`config.mk`:
```
export PLATFORM = sky130hd
export DESIGN_NAME = wdt2_top
export DESIGN_NICKNAME = d
export VERILOG_FILES = /design/src/rtl/wdt2_pkg.sv /design/src/rtl/wdt2_countdown.sv /design/src/rtl/wdt2_regfile.sv /design/src/rtl/wdt2_pulse_reg.sv /design/src/rtl/wdt2_top.sv
export SDC_FILE = /design/constraint.sdc
export NUM_CORES = 1
export LEC_CHECK = 0
export ABC_AREA = 1
export BUFFER_PORTS_ARGS = -buffer_cell sky130_fd_sc_hd__buf_2
export CORE_MARGIN = 5
export CORE_UTILIZATION = 40
export DETAILED_ROUTE_END_ITERATION = 10
export PLACE_DENSITY = 0.66
export SYNTH_ARGS = -nofsm -noshare
export SYNTH_HDL_FRONTEND = slang
export SYNTH_SLANG_ARGS = --single-unit
```
`constraint.sdc`:
```
create_clock -name clk -period 3.6 [get_ports clk]
set_input_delay 0.9 -clock clk [delete_from_list [all_inputs] [get_ports clk]]
set_output_delay 0.9 -clock clk [all_outputs]
set_load 0.1 [all_outputs]
```
`src/rtl/wdt2_pkg.sv`:
```
package wdt2_pkg;
  localparam int ADDR_W = 5;

  localparam logic [ADDR_W-1:0] A_RELOAD = 5'h00;
  localparam logic [ADDR_W-1:0] A_DIN    = 5'h02;
  localparam logic [ADDR_W-1:0] A_DOUT   = 5'h03;
  localparam logic [ADDR_W-1:0] A_STATA  = 5'h04;
  localparam logic [ADDR_W-1:0] A_STATB  = 5'h06;
  localparam logic [ADDR_W-1:0] A_CTRLA  = 5'h08;
  localparam logic [ADDR_W-1:0] A_CTRLB  = 5'h0A;
  localparam logic [ADDR_W-1:0] A_MSG0   = 5'h0C;
  localparam logic [ADDR_W-1:0] A_WDCNT  = 5'h0E;
  localparam logic [ADDR_W-1:0] A_PERIOD = 5'h12;
  localparam logic [ADDR_W-1:0] A_SWIRQ  = 5'h14;

  localparam int SA_SWSMI   = 1;
  localparam int SA_INT     = 2;
  localparam int SA_TIMEOUT = 3;
  localparam int SB_SECOND  = 1;
  localparam int SB_BOOT    = 2;
  localparam int CA_NOREBOOT = 9;
  localparam int CA_HALT     = 11;
  localparam int CA_LOCK     = 12;

  localparam logic [15:0] STATA_MASK = 16'h000E;
  localparam logic [15:0] STATB_MASK = 16'h0006;
  localparam logic [15:0] CTRLA_MASK = 16'h1A00;

  typedef struct packed {
    logic expire;
    logic second;
    logic fire_rst;
    logic smi;
    logic nmi;
  } wdt2_evt_t;

  function automatic logic may_count(input logic halt, input logic [15:0] period);
    return !halt && (period > 16'd1);
  endfunction
endpackage

```
`src/rtl/wdt2_countdown.sv`:
```
module wdt2_countdown
  import wdt2_pkg::*;
#(
  parameter int DW    = 16,
  parameter int CNT_W = 10
) (
  input  logic             clk,
  input  logic             rst_n,
  input  logic             tick_en,
  input  logic             any_wr,
  input  logic             wr_reload,
  input  logic             wr_ctrl,
  input  logic [DW-1:0]    wdata,
  input  logic [CNT_W-1:0] period,
  input  logic             halt_cur,
  input  logic             no_reboot,
  input  logic             strap,
  input  logic             smi_en,
  output logic [DW-1:0]    rld_q,
  output logic             running_q,
  output wdt2_evt_t        evt
);
  localparam int PAD_W = DW - CNT_W;

  logic             tally_q;
  logic [CNT_W-1:0] cnt;
  logic [DW-1:0]    period_ext;
  logic             run_ok_cur;
  logic             run_ok_new;
  logic             tick_go;

  assign cnt        = rld_q[CNT_W-1:0];
  assign period_ext = {{PAD_W{1'b0}}, period};
  assign run_ok_cur = may_count(halt_cur, period_ext);
  assign run_ok_new = may_count(wdata[CA_HALT], period_ext);
  assign tick_go    = running_q && tick_en && !any_wr;

  always_comb begin
    evt.expire   = tick_go && (cnt <= CNT_W'(1));
    evt.second   = evt.expire && tally_q;
    evt.fire_rst = evt.second && !no_reboot && !strap;
    evt.smi      = evt.expire && !evt.fire_rst && smi_en;
    evt.nmi      = evt.expire && !evt.fire_rst && !smi_en;
  end

  always_ff @(posedge clk) begin
    if (!rst_n) begin
      rld_q     <= '0;
      running_q <= 1'b0;
      tally_q   <= 1'b0;
    end else if (wr_reload) begin
      tally_q <= 1'b0;
      if (run_ok_cur) begin
        rld_q     <= period_ext;
        running_q <= 1'b1;
      end else begin
        rld_q <= wdata;
      end
    end else if (wr_ctrl) begin
      if (run_ok_new) begin
        rld_q     <= period_ext;
        running_q <= 1'b1;
      end else begin
        running_q <= 1'b0;
      end
    end else if (evt.expire) begin
      tally_q <= !tally_q;
      if (evt.fire_rst) begin
        rld_q     <= '0;
        running_q <= 1'b0;
      end else begin
        rld_q <= period_ext;
      end
    end else if (tick_go) begin
      rld_q[CNT_W-1:0] <= cnt - CNT_W'(1);
    end
  end

  p_rst_stops_r5: assert property (@(posedge clk) disable iff (!rst_n)
    evt.fire_rst |=> (!running_q && rld_q == '0));

  p_decrement_r3: assert property (@(posedge clk) disable iff (!rst_n)
    (tick_go && cnt > CNT_W'(1)) |=> (rld_q[CNT_W-1:0] == $past(cnt) - CNT_W'(1)));

  p_start_gate_r2: assert property (@(posedge clk) disable iff (!rst_n)
    (rst_n && $past(rst_n) && $rose(running_q)) |-> ($past(wr_reload || wr_ctrl) && $past(period) > CNT_W'(1)));
endmodule

```
`src/rtl/wdt2_regfile.sv`:
```
module wdt2_regfile
  import wdt2_pkg::*;
#(
  parameter int DW     = 16,
  parameter int BW     = 8,
  parameter int CNT_W  = 10,
  parameter int N_MSG  = 2
) (
  input  logic              clk,
  input  logic              rst_n,
  input  logic              wr_en,
  input  logic [ADDR_W-1:0] addr,
  input  logic [DW-1:0]     wdata,
  input  logic [DW-1:0]     rld_q,
  input  wdt2_evt_t         evt,
  output logic [DW-1:0]     rdata,
  output logic [CNT_W-1:0]  period_q,
  output logic [DW-1:0]     ctrla_q,
  output logic              din_wr,
  output logic              irq_sts
);
  localparam int PAD_B = DW - BW;
  localparam int PAD_C = DW - CNT_W;

  logic [BW-1:0] din_q, dout_q, wdcnt_q, swirq_q;
  logic [DW-1:0] stata_q, statb_q, ctrlb_q;
  logic [BW-1:0] msg_q [N_MSG];

  assign din_wr  = wr_en && (addr == A_DIN);
  assign irq_sts = stata_q[SA_INT];

  always_ff @(posedge clk) begin
    if (!rst_n) begin
      din_q    <= '0;
      dout_q   <= '0;
      wdcnt_q  <= '0;
      swirq_q  <= BW'(8'h03);
      ctrlb_q  <= DW'(16'h0008);
      ctrla_q  <= '0;
      period_q <= CNT_W'(4);
    end else if (wr_en) begin
      case (addr)
        A_DIN:    din_q    <= wdata[BW-1:0];
        A_DOUT:   dout_q   <= wdata[BW-1:0];
        A_WDCNT:  wdcnt_q  <= wdata[BW-1:0];
        A_SWIRQ:  swirq_q  <= wdata[BW-1:0];
        A_CTRLB:  ctrlb_q  <= wdata;
        A_CTRLA:  ctrla_q  <= (wdata & CTRLA_MASK) | (ctrla_q & (DW'(1) << CA_LOCK));
        A_PERIOD: period_q <= wdata[CNT_W-1:0];
        default: ;
      endcase
    end
  end

  for (genvar g = 0; g < N_MSG; g++) begin : g_msg
    always_ff @(posedge clk) begin
      if (!rst_n) msg_q[g] <= '0;
      else if (wr_en && addr == A_MSG0 + ADDR_W'(g)) msg_q[g] <= wdata[BW-1:0];
    end
  end

  always_ff @(posedge clk) begin
    if (!rst_n) begin
      stata_q <= '0;
    end else if (wr_en && addr == A_STATA) begin
      stata_q <= wdata & STATA_MASK;
    end else begin
      if (evt.expire)                   stata_q[SA_TIMEOUT] <= 1'b1;
      if (din_wr)                       stata_q[SA_SWSMI]   <= 1'b1;
      if (wr_en && addr == A_DOUT)      stata_q[SA_INT]     <= 1'b1;
    end
  end

  always_ff @(posedge clk) begin
    if (!rst_n) begin
      statb_q <= '0;
    end else if (wr_en && addr == A_STATB) begin
      statb_q <= wdata & STATB_MASK;
    end else if (evt.second) begin
      statb_q[SB_SECOND] <= 1'b1;
      statb_q[SB_BOOT]   <= 1'b1;
    end
  end

  always_comb begin
    rdata = '0;
    case (addr)
      A_RELOAD: rdata = rld_q;
      A_DIN:    rdata = {{PAD_B{1'b0}}, din_q};
      A_DOUT:   rdata = {{PAD_B{1'b0}}, dout_q};
      A_STATA:  rdata = stata_q;
      A_STATB:  rdata = statb_q;
      A_CTRLA:  rdata = ctrla_q;
      A_CTRLB:  rdata = ctrlb_q;
      A_WDCNT:  rdata = {{PAD_B{1'b0}}, wdcnt_q};
      A_PERIOD: rdata = {{PAD_C{1'b0}}, period_q};
      A_SWIRQ:  rdata = {{PAD_B{1'b0}}, swirq_q};
      default: begin
        for (int m = 0; m < N_MSG; m++)
          if (addr == A_MSG0 + ADDR_W'(m)) rdata = {{PAD_B{1'b0}}, msg_q[m]};
      end
    endcase
  end

  p_lock_sticky_r8: assert property (@(posedge clk) disable iff (!rst_n)
    ctrla_q[CA_LOCK] |=> ctrla_q[CA_LOCK]);

  p_second_flags_r5: assert property (@(posedge clk) disable iff (!rst_n)
    evt.second |=> (statb_q[SB_SECOND] && statb_q[SB_BOOT]));

  p_timeout_flag_r4: assert property (@(posedge clk) disable iff (!rst_n)
    evt.expire |=> stata_q[SA_TIMEOUT]);
endmodule

```
`src/rtl/wdt2_pulse_reg.sv`:
```
module wdt2_pulse_reg #(
  parameter int N = 3
) (
  input  logic         clk,
  input  logic         rst_n,
  input  logic [N-1:0] d,
  output logic [N-1:0] q
);
  for (genvar i = 0; i < N; i++) begin : g_bit
    always_ff @(posedge clk) begin
      if (!rst_n) q[i] <= 1'b0;
      else        q[i] <= d[i];
    end
  end
endmodule

```
`src/rtl/wdt2_top.sv`:
```
module wdt2_top
  import wdt2_pkg::*;
#(
  parameter int DW    = 16,
  parameter int CNT_W = 10
) (
  input  logic              clk,
  input  logic              rst_n,
  input  logic              wr_en,
  input  logic [ADDR_W-1:0] addr,
  input  logic [DW-1:0]     wdata,
  output logic [DW-1:0]     rdata,
  input  logic              tick_en,
  input  logic              smi_en,
  input  logic              no_reboot_strap,
  output logic              smi_o,
  output logic              nmi_o,
  output logic              rst_req_o,
  output logic              irq_sts_o
);
  wdt2_evt_t        evt;
  logic [DW-1:0]    rld_q;
  logic             running_q;
  logic [CNT_W-1:0] period_q;
  logic [DW-1:0]    ctrla_q;
  logic             din_wr;
  logic [2:0]       pulse_d, pulse_q;

  wdt2_regfile #(.DW(DW), .BW(8), .CNT_W(CNT_W), .N_MSG(2)) u_regs (
    .clk(clk), .rst_n(rst_n), .wr_en(wr_en), .addr(addr), .wdata(wdata),
    .rld_q(rld_q), .evt(evt), .rdata(rdata), .period_q(period_q),
    .ctrla_q(ctrla_q), .din_wr(din_wr), .irq_sts(irq_sts_o)
  );

  wdt2_countdown #(.DW(DW), .CNT_W(CNT_W)) u_cnt (
    .clk(clk), .rst_n(rst_n), .tick_en(tick_en), .any_wr(wr_en),
    .wr_reload(wr_en && addr == A_RELOAD), .wr_ctrl(wr_en && addr == A_CTRLA),
    .wdata(wdata), .period(period_q), .halt_cur(ctrla_q[CA_HALT]),
    .no_reboot(ctrla_q[CA_NOREBOOT]), .strap(no_reboot_strap), .smi_en(smi_en),
    .rld_q(rld_q), .running_q(running_q), .evt(evt)
  );

  assign pulse_d = {evt.smi || din_wr, evt.nmi, evt.fire_rst};

  wdt2_pulse_reg #(.N(3)) u_pulse (
    .clk(clk), .rst_n(rst_n), .d(pulse_d), .q(pulse_q)
  );

  assign smi_o     = pulse_q[2];
  assign nmi_o     = pulse_q[1];
  assign rst_req_o = pulse_q[0];

  p_rst_single_r5: assert property (@(posedge clk) disable iff (!rst_n)
    rst_req_o |=> !rst_req_o);

  p_smi_nmi_excl_r4: assert property (@(posedge clk) disable iff (!rst_n)
    !(smi_o && nmi_o));

  p_rst_stopped_r5: assert property (@(posedge clk) disable iff (!rst_n)
    rst_req_o |-> !running_q);
endmodule

```
Word-level counts from Yosys, hierarchy flattened
Memories as Yosys holds them, arrays and structs flattened.
Index checks and enable logic that the tools add are counted.
W data, S select, Z words.
{ "op_classes": {"add_sub_neg": 1, "magnitude_cmp": 2, "reduce_logical": 48, "n_mux": 32, "div": 0, "n_eq_ne": 13, "bitwise_logic": 5, "n_shift": 0, "n_mul": 0} }
{ "op_table": {"columns": ["operator", "count"], "rows": [
  ["$pmux W16 S10", 1],
  ["$mux W16", 4],
  ["$mux W8", 4],
  ["$mux W10", 3],
  ["$eq A5 B4 Y1 const B", 5],
  ["$reduce_and A2 Y1", 10],
  ["$logic_and A1 B1 Y1", 19],
  ["$mux W1", 16],
  ["$or A13 B13 Y13", 1],
  ["$eq A5 B2 Y1 const B", 2],
  ["$eq A5 B3 Y1 const B", 2],
  ["$eq A5 B5 Y1 const B", 2],
  ["$gt A10 B1 Y1 const B", 1],
  ["$le A10 B1 Y1 const B", 1],
  ["$sub A10 B1 Y10 const B", 1],
  ["$logic_not A1 Y1", 8],
  ["$reduce_bool A2 Y1", 4],
  ["$mux W6", 1],
  ["$reduce_bool A3 Y1", 2],
  ["$logic_not A5 Y1", 1],
  ["$mux W2", 2],
  ["$reduce_bool A4 Y1", 1],
  ["$mux W3", 1],
  ["$ne A3 B2 Y1 const B", 1],
  ["6 further kinds", 8]
]} }
{ "word_totals": {"ramBits": 16, "inputBits": 27, "latchBits": 0, "memories": 1, "register_bits": 100, "rom_bits": 0} }
{ "mem_list": {"columns": ["memory", "depth", "word_bits", "rd", "rd_ports_with_merged_regs", "write_ports", "line_no", "rtl"], "rows": [
  ["u_regs.msg_q", 2, 8, 2, 0, 2, "wdt2_regfile.sv:27", "logic [BW-1:0] msg_q [N_MSG];"]
]} }

Logic depth before layout (Yosys ltp)
Gate-level depths: netlist of run 1.
{ "logic_depth": {"depth_word": 10, "ltp_mapped": 12, "ltp_nobuf": 12} }

Hierarchy
A second synthesis of run 1 with hierarchy kept.
{ "unflattened": {"cells_unflattened": 818, "hier_area_um2": 5590.4} }
{ "modules_own_cells": {"columns": ["module", "area_each_um2", "instances", "cells_per_inst", "seq_area_each_um2"], "rows": [
  ["wdt2_regfile", 3917.5, 1, 537, 1801.7],
  ["wdt2_countdown", 1541.5, 1, 261, 360.3],
  ["wdt2_pulse_reg", 82.6, 1, 9, 60.1],
  ["wdt2_top", 48.8, 1, 11, 0.0]
]} }

Worst setup path after synthesis of run 1
OpenSTA, ideal clock, no wires.
{ "synth_path": {"kind": "input to output", "start": "input port addr[0]", "end": "output port rdata[10]", "path_stages": 6, "slack_ns": -0.860, "t_arrival_ns": 3.560, "path_cell_list": "inv_1 -> nand2_2 -> nor2_4 -> nand2_2 -> buf_2 -> o21ai_0"} }
{ "synth_between": {"elab_chain_len": 2, "elab_cells_between_ends": 11} }
{ "synth_rtl": {"columns": ["element", "line_no", "rtl"], "rows": [
  ["from (decl)", "wdt2_top.sv:10", "input logic [ADDR_W-1:0] addr,"],
  ["$eq A5 B5 Y1, or another cell as far along", "wdt2_regfile.sv:87", "case (addr)"],
  ["$pmux W16 S10 (*)", "wdt2_regfile.sv:87", null],
  ["to (decl)", "wdt2_top.sv:12", "output logic [DW-1:0] rdata,"]
]} }
Mark *: on every way between the ends. The rest lies on a longest branch, timed or not.

Final worst setup path of run 1
{ "layout_path": {"start": "input port addr[0]", "end": "output port rdata[5]"} }
{ "layout_between": {"elab_chain_len": 4, "elab_cells_between_ends": 15} }
{ "layout_rtl": {"columns": ["element", "line_no", "rtl"], "rows": [
  ["$eq A5 B4 Y1", "wdt2_regfile.sv:100", "if (addr == A_MSG0 + ADDR_W'(m)) rdata = {{PAD_B{1'b0}}, msg_q[m]};"],
  ["$mux W8 (2 in series)", "wdt2_regfile.sv:100", null],
  ["$pmux W16 S10 (*)", "wdt2_regfile.sv:87", null]
]} }
Marks and branches as above.

==> metrics, run 1 <==
result of the run finished, final reports clean; count of antenna-violating nets left after detailed routing 0; required time at the endpoint of the critical path 2.70 ns; post-synth top area share 34.1%; most frequent standard cell in the layout excluding fill and tap cells sky130_fd_sc_hd__nand2_1; maximum net fanout on the critical path 7; share of the clock period used by the worst path after layout ~91%; Worst Reg2Reg Path Length in Cells 9; detailed-routing iteration count for the pre-antenna-repair pass 5; Vias/cell 5.27; HPWL reported at the end of detailed placement around 11000 um; critical path's largest stage delay 0.42 ns; Hold Path Class reg -> reg; cell at the root of the clock tree sky130_fd_sc_hd__clkbuf_16; post-route setup TNS 0 ns; clock transition time at the flip-flop clock pins of the worst setup and hold paths about 0.07 ns; PortBufs between 40 and 50; slowest cell on the critical path sky130_fd_sc_hd__a221oi_1; total buffers and inverters traversed by the critical path 4; clock buffers created by TritonCTS 9; crit end category output pin; number of max-slew violations in the final report 0; number of distinct library cells after synthesis 38; worst-case clock buffer depth 2; drt initial violations about 540; initial antenna violation count 0; Setup crit start kind input pin; number of top-level design ports 47; proportion of power drawn by the clock network 43.3%; post-detailed-placement cell area 0.00572 mm^2; sum of overflow across all layers after global routing 0; Worst path top cell family by delay simple AND/OR/NAND/NOR gates; ratio of cells with drive above 1 in the final layout 13.4%; net count reported at finish 783; total count of hold-check failures in the final report 0; Power Dens Cells approximately 420 mW/mm^2; switch share roughly a quarter; remaining design rule violation count 0; NetSw about 0.00064 W; syn avg cell area slightly above 7 um^2; clock insertion delay at the later pin of the skew report between 0.3 and 0.4 ns; maxcap violations 0; post-layout instance area 0.00604 mm^2; Die Width 123 um; register bit total from synthesis 103; Setup Viol. Count Final 0; Yosys Warn Count 0; register area share after synthesis 43.6%; total of cells resized after clock tree synthesis 0; Via Count 4910; first-pass GRT wire length 24300 um; CTS tree done; internal power contribution approximately 0.0019 W; number of fillers in the final layout between 1000 and 1500; worst IR drop on VDD 0.197 mV; Core ar. 0.0126 mm^2; initial cell density of the core around two fifths; post-CTS setup buffers 0; worst-case setup margin in the final layout between 0.3 and 0.4 ns; Slew @ Worst Pin 1.17 ns; Chip Height 123 um; via count of the first global-routing pass 4530; peak clock frequency supported by timing 305 MHz; worst clock skew between 0.004 and 0.005 ns; Stages on worst setup path 9; antenna cell count 0; Post-Syn Nets 743; maximum number of pins on one net before global-route repair 31; kind of critical path in -> out; cell total after placement ~920; total routing usage reported by global routing 21.0%; number of buffers inserted by hold repair at cts 0; routed length per instance 16.4 um; share of power burned in registers a little under half; share of power burned in combinational logic 9.0%; post-synthesis cell area slightly above 0.005 mm^2; ys async rst share 0%; area overhead of the layout relative to synthesis 18.5%; global placement routability congestion 0.945; Top FF cell, synth sky130_fd_sc_hd__dfxtp_1; Synth Instances 714; synth top area cells sky130_fd_sc_hd__dfxtp_1 (34%), sky130_fd_sc_hd__edfxtp_1 (9.4%), sky130_fd_sc_hd__nand2_1 (9.4%); arrival time of the worst setup path 2.38 ns; Routed Wire Length 15300 um; final standard cell utilization of the core 48.1%; min Tclk post-route between 3 and 4 ns; Post-Layout Cell Count around 930; site row count 41; clock sink total approximately 100; DP Worst Slack 0.323 ns; most frequent cells in the layout sky130_fd_sc_hd__nand2_1 (128), sky130_fd_sc_hd__inv_1 (96), sky130_fd_sc_hd__dfxtp_1 (87); maximum level of the CTS H-tree 3; cell-by-cell listing of the critical path buf_2 > inv_1 > nand2_2 > nor2_4 > nand2_2 > inv_2 > a221oi_1 > nand3_1 > buf_12; setup repair after global routing missed its margin no; cell accounting for the most synthesized area sky130_fd_sc_hd__dfxtp_1; crit-path most repeated cell sky130_fd_sc_hd__nand2_2; leakage power total 2.49 nW; DIE AREA 0.0151 mm^2; Max transition margin 21.0%; number of enable-type register cells in the synthesized netlist 16; instance count along the most critical hold path 2
==> registers in the layout, summed over array words and instances, names as in the netlist <==
| signal | count |
|---|---|
| u_regs.statb_q | 2 |
| u_regs.ctrlb_q | 16 |
| u_cnt.rld_q | 16 |
| u_cnt.tally_q | 1 |
| u_regs.period_q | 10 |
| u_regs.din_q | 8 |
| u_regs.wdcnt_q | 8 |
| u_cnt.running_q | 1 |
| u_regs.dout_q | 8 |
| u_regs.swirq_q | 8 |
| u_regs.ctrla_q | 3 |
| u_regs.stata_q | 3 |
| u_regs.msg_q | 16 |
| u_pulse.q | 3 |
==> through the flow <==
stage | power [W] | hold WS (ns)
4_1_cts | 0.00252 | 0.457
2_1_floorplan | 0.00137 | 0.430
6_report | 0.00252 | 0.452
3_3_place_gp | 0.00145 | 0.441
3_5_place_dp | 0.00145 | 0.444
5_1_grt | 0.00260 | 0.471
==> logic make-up after synthesis <==
family / Yosys count / synth area share (%)
xor+xnor: 4 / 0.687
compound gates: 193 / 20.5
fa+ha+maj: 2 / 0.490
simple gates: 280 / 24.4
buf+inv: 132 / 10.4
flops: 103 / 43.6
==> metal layers <==
layer | vias to the layer above | GRT usage [%] | share of wire, %
met1 | 2241 | 29.0 | 45
met4 | 0 | 8.68 | 3.2
met5 | - | 0 | 0
met2 | 199 | 32.5 | 45
met3 | 36 | 3.75 | 7.3
li1 | 2434 | - | -
==> cell type report <==
class / count / area, um^2 / share of cell area (%)
Clock buffer: 10 / 229 / 3.79
Clock inverter: 6 / 97.6 / 1.61
Inverter: 109 / 412 / 6.81
Multi-Input combinational cell: 479 / 2350 / 38.9
Sequential cell: 103 / 2220 / 36.8
Tap cell: 172 / 215 / 3.56
Timing Repair Buffer: 52 / 515 / 8.53
==> power groups by stage <==
stage / sequential, W / combinational [W] / clock [W]
detailed placement: 0.00123 / 0.000223 / 0
finish: 0.00120 / 0.000226 / 0.00109
floorplan: 0.00123 / 0.000139 / 0
global route: 0.00120 / 0.000247 / 0.00115
CTS: 0.00120 / 0.000224 / 0.00109
global placement: 0.00123 / 0.000223 / 0
==> worst register-to-register path, stage by stage (launching register included) <==
cell,delay [ns]
sky130_fd_sc_hd__dfxtp_1,0.35
sky130_fd_sc_hd__inv_1,0.17
sky130_fd_sc_hd__ha_1,0.24
sky130_fd_sc_hd__nor2_1,0.06
sky130_fd_sc_hd__nor2_1,0.23
sky130_fd_sc_hd__nand2_2,0.17
sky130_fd_sc_hd__nand2_1,0.28
sky130_fd_sc_hd__nand2_1,0.25
sky130_fd_sc_hd__nand2_1,0.12
sky130_fd_sc_hd__a21oi_1,0.06
==> path summary, 6_finish.rpt <==
path / start / end / slack (ns)
worst max-delay path: addr[0] / rdata[5] / 0.32
worst max register to register: u_cnt.rld_q[0]$_SDFFE_PN0P_ / u_cnt.rld_q[13]$_SDFFE_PN0P_ / 1.52
worst min-delay path: u_regs.din_q[2]$_SDFFE_PN0P_ / u_regs.din_q[2]$_SDFFE_PN0P_ / 0.45
worst min register to register: u_regs.din_q[2]$_SDFFE_PN0P_ / u_regs.din_q[2]$_SDFFE_PN0P_ / 0.45
==> cells in the mapped netlist (all sizes together) (2+ instances only) <==
library cell	number
o21ai	79
nor2	86
nor3	3
a31oi	2
inv	106
o221ai	3
nand2	137
edfxtp	16
buf	11
ha	2
clkinv	3
o22ai	15
nand3	44
xor2	3
o211ai	5
dfxtp	87
a211oi	2
a22o	2
a21oi	83
nand4	9
clkbuf	12
Note: power is estimated with default switching activity, not from simulation.
==> inputs of run 2 (changes only) <==
--- a/config.mk
+++ b/config.mk
@@ -11,6 +11,7 @@
 export CORE_UTILIZATION = 40
 export DETAILED_ROUTE_END_ITERATION = 10
 export PLACE_DENSITY = 0.66
+export REMOVE_ABC_BUFFERS = 1
 export SYNTH_ARGS = -nofsm -noshare
 export SYNTH_HDL_FRONTEND = slang
 export SYNTH_SLANG_ARGS = --single-unit
==> metrics, run 2 (synthesis gave the netlist of run 1 again) <==
total count of hold-check failures in the final report 0 (unchanged); Chip Height 123 um (unchanged); initial cell density of the core 40.6% (unchanged); post-CTS setup buffers 0 (unchanged); NetSw 0.000639 W (-0.18%); required time at the endpoint of the critical path 2.70 ns (about the same); maxcap violations 0 (unchanged); CTS tree done; Via Count 4722 (-3.8%); DP Worst Slack 0.356 ns (+0.0330 ns); proportion of power drawn by the clock network 40.6% (-2.7 points); area overhead of the layout relative to synthesis 17.7%; drt initial violations 367 (-32%); Setup Viol. Count Final 0 (unchanged); count of antenna-violating nets left after detailed routing 0 (unchanged); Max transition margin 24.1% (+3.1 points); maximum level of the CTS H-tree 3 (unchanged); FF-to-FF setup slack 1.55 ns (+0.03 ns); result of the run finished, final reports clean; Slew @ Worst Pin 1.13 ns (-0.0458 ns); most frequent cells in the layout sky130_fd_sc_hd__nand2_1 (128), sky130_fd_sc_hd__inv_1 (96), sky130_fd_sc_hd__dfxtp_1 (87); worst-case setup margin in the final layout 0.331 ns (+0.0145 ns); Hold Path Class reg -> reg; cell at the root of the clock tree sky130_fd_sc_hd__clkbuf_16; via count of the first global-routing pass 4595 (+1.4%); site row count 41 (unchanged); number of top-level design ports 47 (unchanged); Core ar. 0.0126 mm^2 (unchanged); ratio of cells with drive above 1 in the final layout 13.4% (unchanged); clock insertion delay at the later pin of the skew report 0.36 ns (about the same); crit end category output pin; worst IR drop on VDD 0.401 mV (+100%); internal power contribution 0.00175 W (-6.5%); PortBufs 46 (unchanged); Vias/cell 5.07 (-3.8%); routed length per instance 15.2 um (-7.4%); DIE AREA 0.0151 mm^2 (unchanged); first-pass GRT wire length 23500 um (-3.2%); Regs by FF count u_cnt.rld_q (16), u_regs.ctrlb_q (16), u_regs.msg_q (16); switch share 26.7% (+1.3 points); worst clock skew 0.00687 ns (+0.00245 ns); worst-case clock buffer depth 2 (unchanged); detailed-routing iteration count for the pre-antenna-repair pass 5 (unchanged); Die Width 123 um (unchanged); HPWL reported at the end of detailed placement 10500 um (-4.7%); total routing usage reported by global routing 20.2% (-0.80 points); leakage power total 2.48 nW (-0.56%); share of power burned in registers 50.2% (+2.5 points); clock transition time at the flip-flop clock pins of the worst setup and hold paths 0.07 ns (about the same); Routed Wire Length 14200 um (-7.4%); arrival time of the worst setup path 2.37 ns (about the same); number of fillers in the final layout 1266 (+1.6%); kind of critical path in -> out; maximum number of pins on one net before global-route repair 36 (+16%); net count reported at finish 783 (unchanged); Setup crit start kind input pin; setup repair after global routing missed its margin no; Power Dens Cells 399 mW/mm^2 (-4.3%); peak clock frequency supported by timing 306 MHz (+0.44%); most frequent standard cell in the layout excluding fill and tap cells sky130_fd_sc_hd__nand2_1; clock sink total 103 (unchanged); share of the clock period used by the worst path after layout 90.8% (-0.40 points); clock buffers created by TritonCTS 9 (unchanged); maximum net fanout on the critical path 15 (+8); number of buffers inserted by hold repair at cts 0 (unchanged); remaining design rule violation count 0 (unchanged); sum of overflow across all layers after global routing 0 (unchanged); number of max-slew violations in the final report 0 (unchanged); total of cells resized after clock tree synthesis 0 (unchanged); initial antenna violation count 0 (unchanged); share of power burned in combinational logic 9.2% (+0.2 points); min Tclk post-route 3.27 ns (-0.0145 ns); antenna cell count 0 (unchanged); Total Power Consumption 0.00239 W (-4.9%); global placement routability congestion 0.929 (-1.7%)
-- run 2: layout make-up --
class | count | area, um^2 | share of cell area [%]
Clock buffer | 10 | 239 | 3.98
Clock inverter | 6 | 50.0 | 0.834
Inverter | 109 | 412 | 6.86
Multi-Input combinational cell | 479 | 2350 | 39.1
Sequential cell | 103 | 2220 | 37.0
Tap cell | 172 | 215 | 3.59
Timing Repair Buffer | 52 | 515 | 8.59
-- run 2: power by group through the flow --
| stage | sequential, W | combinational [W] | clock [W] |
|---|---|---|---|
| after detailed placement | 0.00123 | 0.000219 | 0 |
| after global placement | 0.00123 | 0.000219 | 0 |
| after global routing | 0.00120 | 0.000244 | 0.00104 |
| after floorplan | 0.00123 | 0.000127 | 0 |
| after CTS | 0.00120 | 0.000220 | 0.000988 |
| final | 0.00120 | 0.000220 | 0.000971 |
-- run 2: metal layers --
metal | up-vias | track usage (%) | routed length, um
li1 | 2429 | - | -
met1 | 2171 | 26.9 | 6640
met2 | 100 | 32.5 | 6610
met3 | 22 | 4.76 | 669
met4 | 0 | 6.51 | 257
met5 | - | 0 | 0
-- run 2: worst max-delay path, cell delays in order --
cell and delay, ns:
sky130_fd_sc_hd__buf_2 0.13, sky130_fd_sc_hd__inv_1 0.06, sky130_fd_sc_hd__nand2_2 0.11, sky130_fd_sc_hd__nor2_4 0.06
sky130_fd_sc_hd__nand2_2 0.30, sky130_fd_sc_hd__inv_1 0.15, sky130_fd_sc_hd__a211oi_1 0.26, sky130_fd_sc_hd__nand3_1 0.18
sky130_fd_sc_hd__buf_12 0.21
-- run 2: path summary, 6_finish.rpt --
kind,startpoint,end,cells after the start
setup reg to reg,u_cnt.rld_q[0]$_SDFFE_PN0P_,u_cnt.rld_q[11]$_SDFFE_PN0P_,9
setup / recovery,addr[0],rdata[3],9
hold / removal,u_regs.ctrlb_q[15]$_SDFFE_PN0P_,u_regs.ctrlb_q[15]$_SDFFE_PN0P_,2
hold reg to reg,u_regs.ctrlb_q[15]$_SDFFE_PN0P_,u_regs.ctrlb_q[15]$_SDFFE_PN0P_,2
-- run 2: metrics by stage --
stage	cells	utilization [%]	hold slack [ns]	setup TNS, ns	area, um^2
floorplan	691	-	0.424	-4.37	4980
global placement	915	45.5	0.434	0	5710
detailed placement	915	45.5	0.440	0	5710
CTS	931	47.8	0.449	0	6000
global route	931	47.8	0.484	0	6000
finish	931	47.8	0.447	0	6000
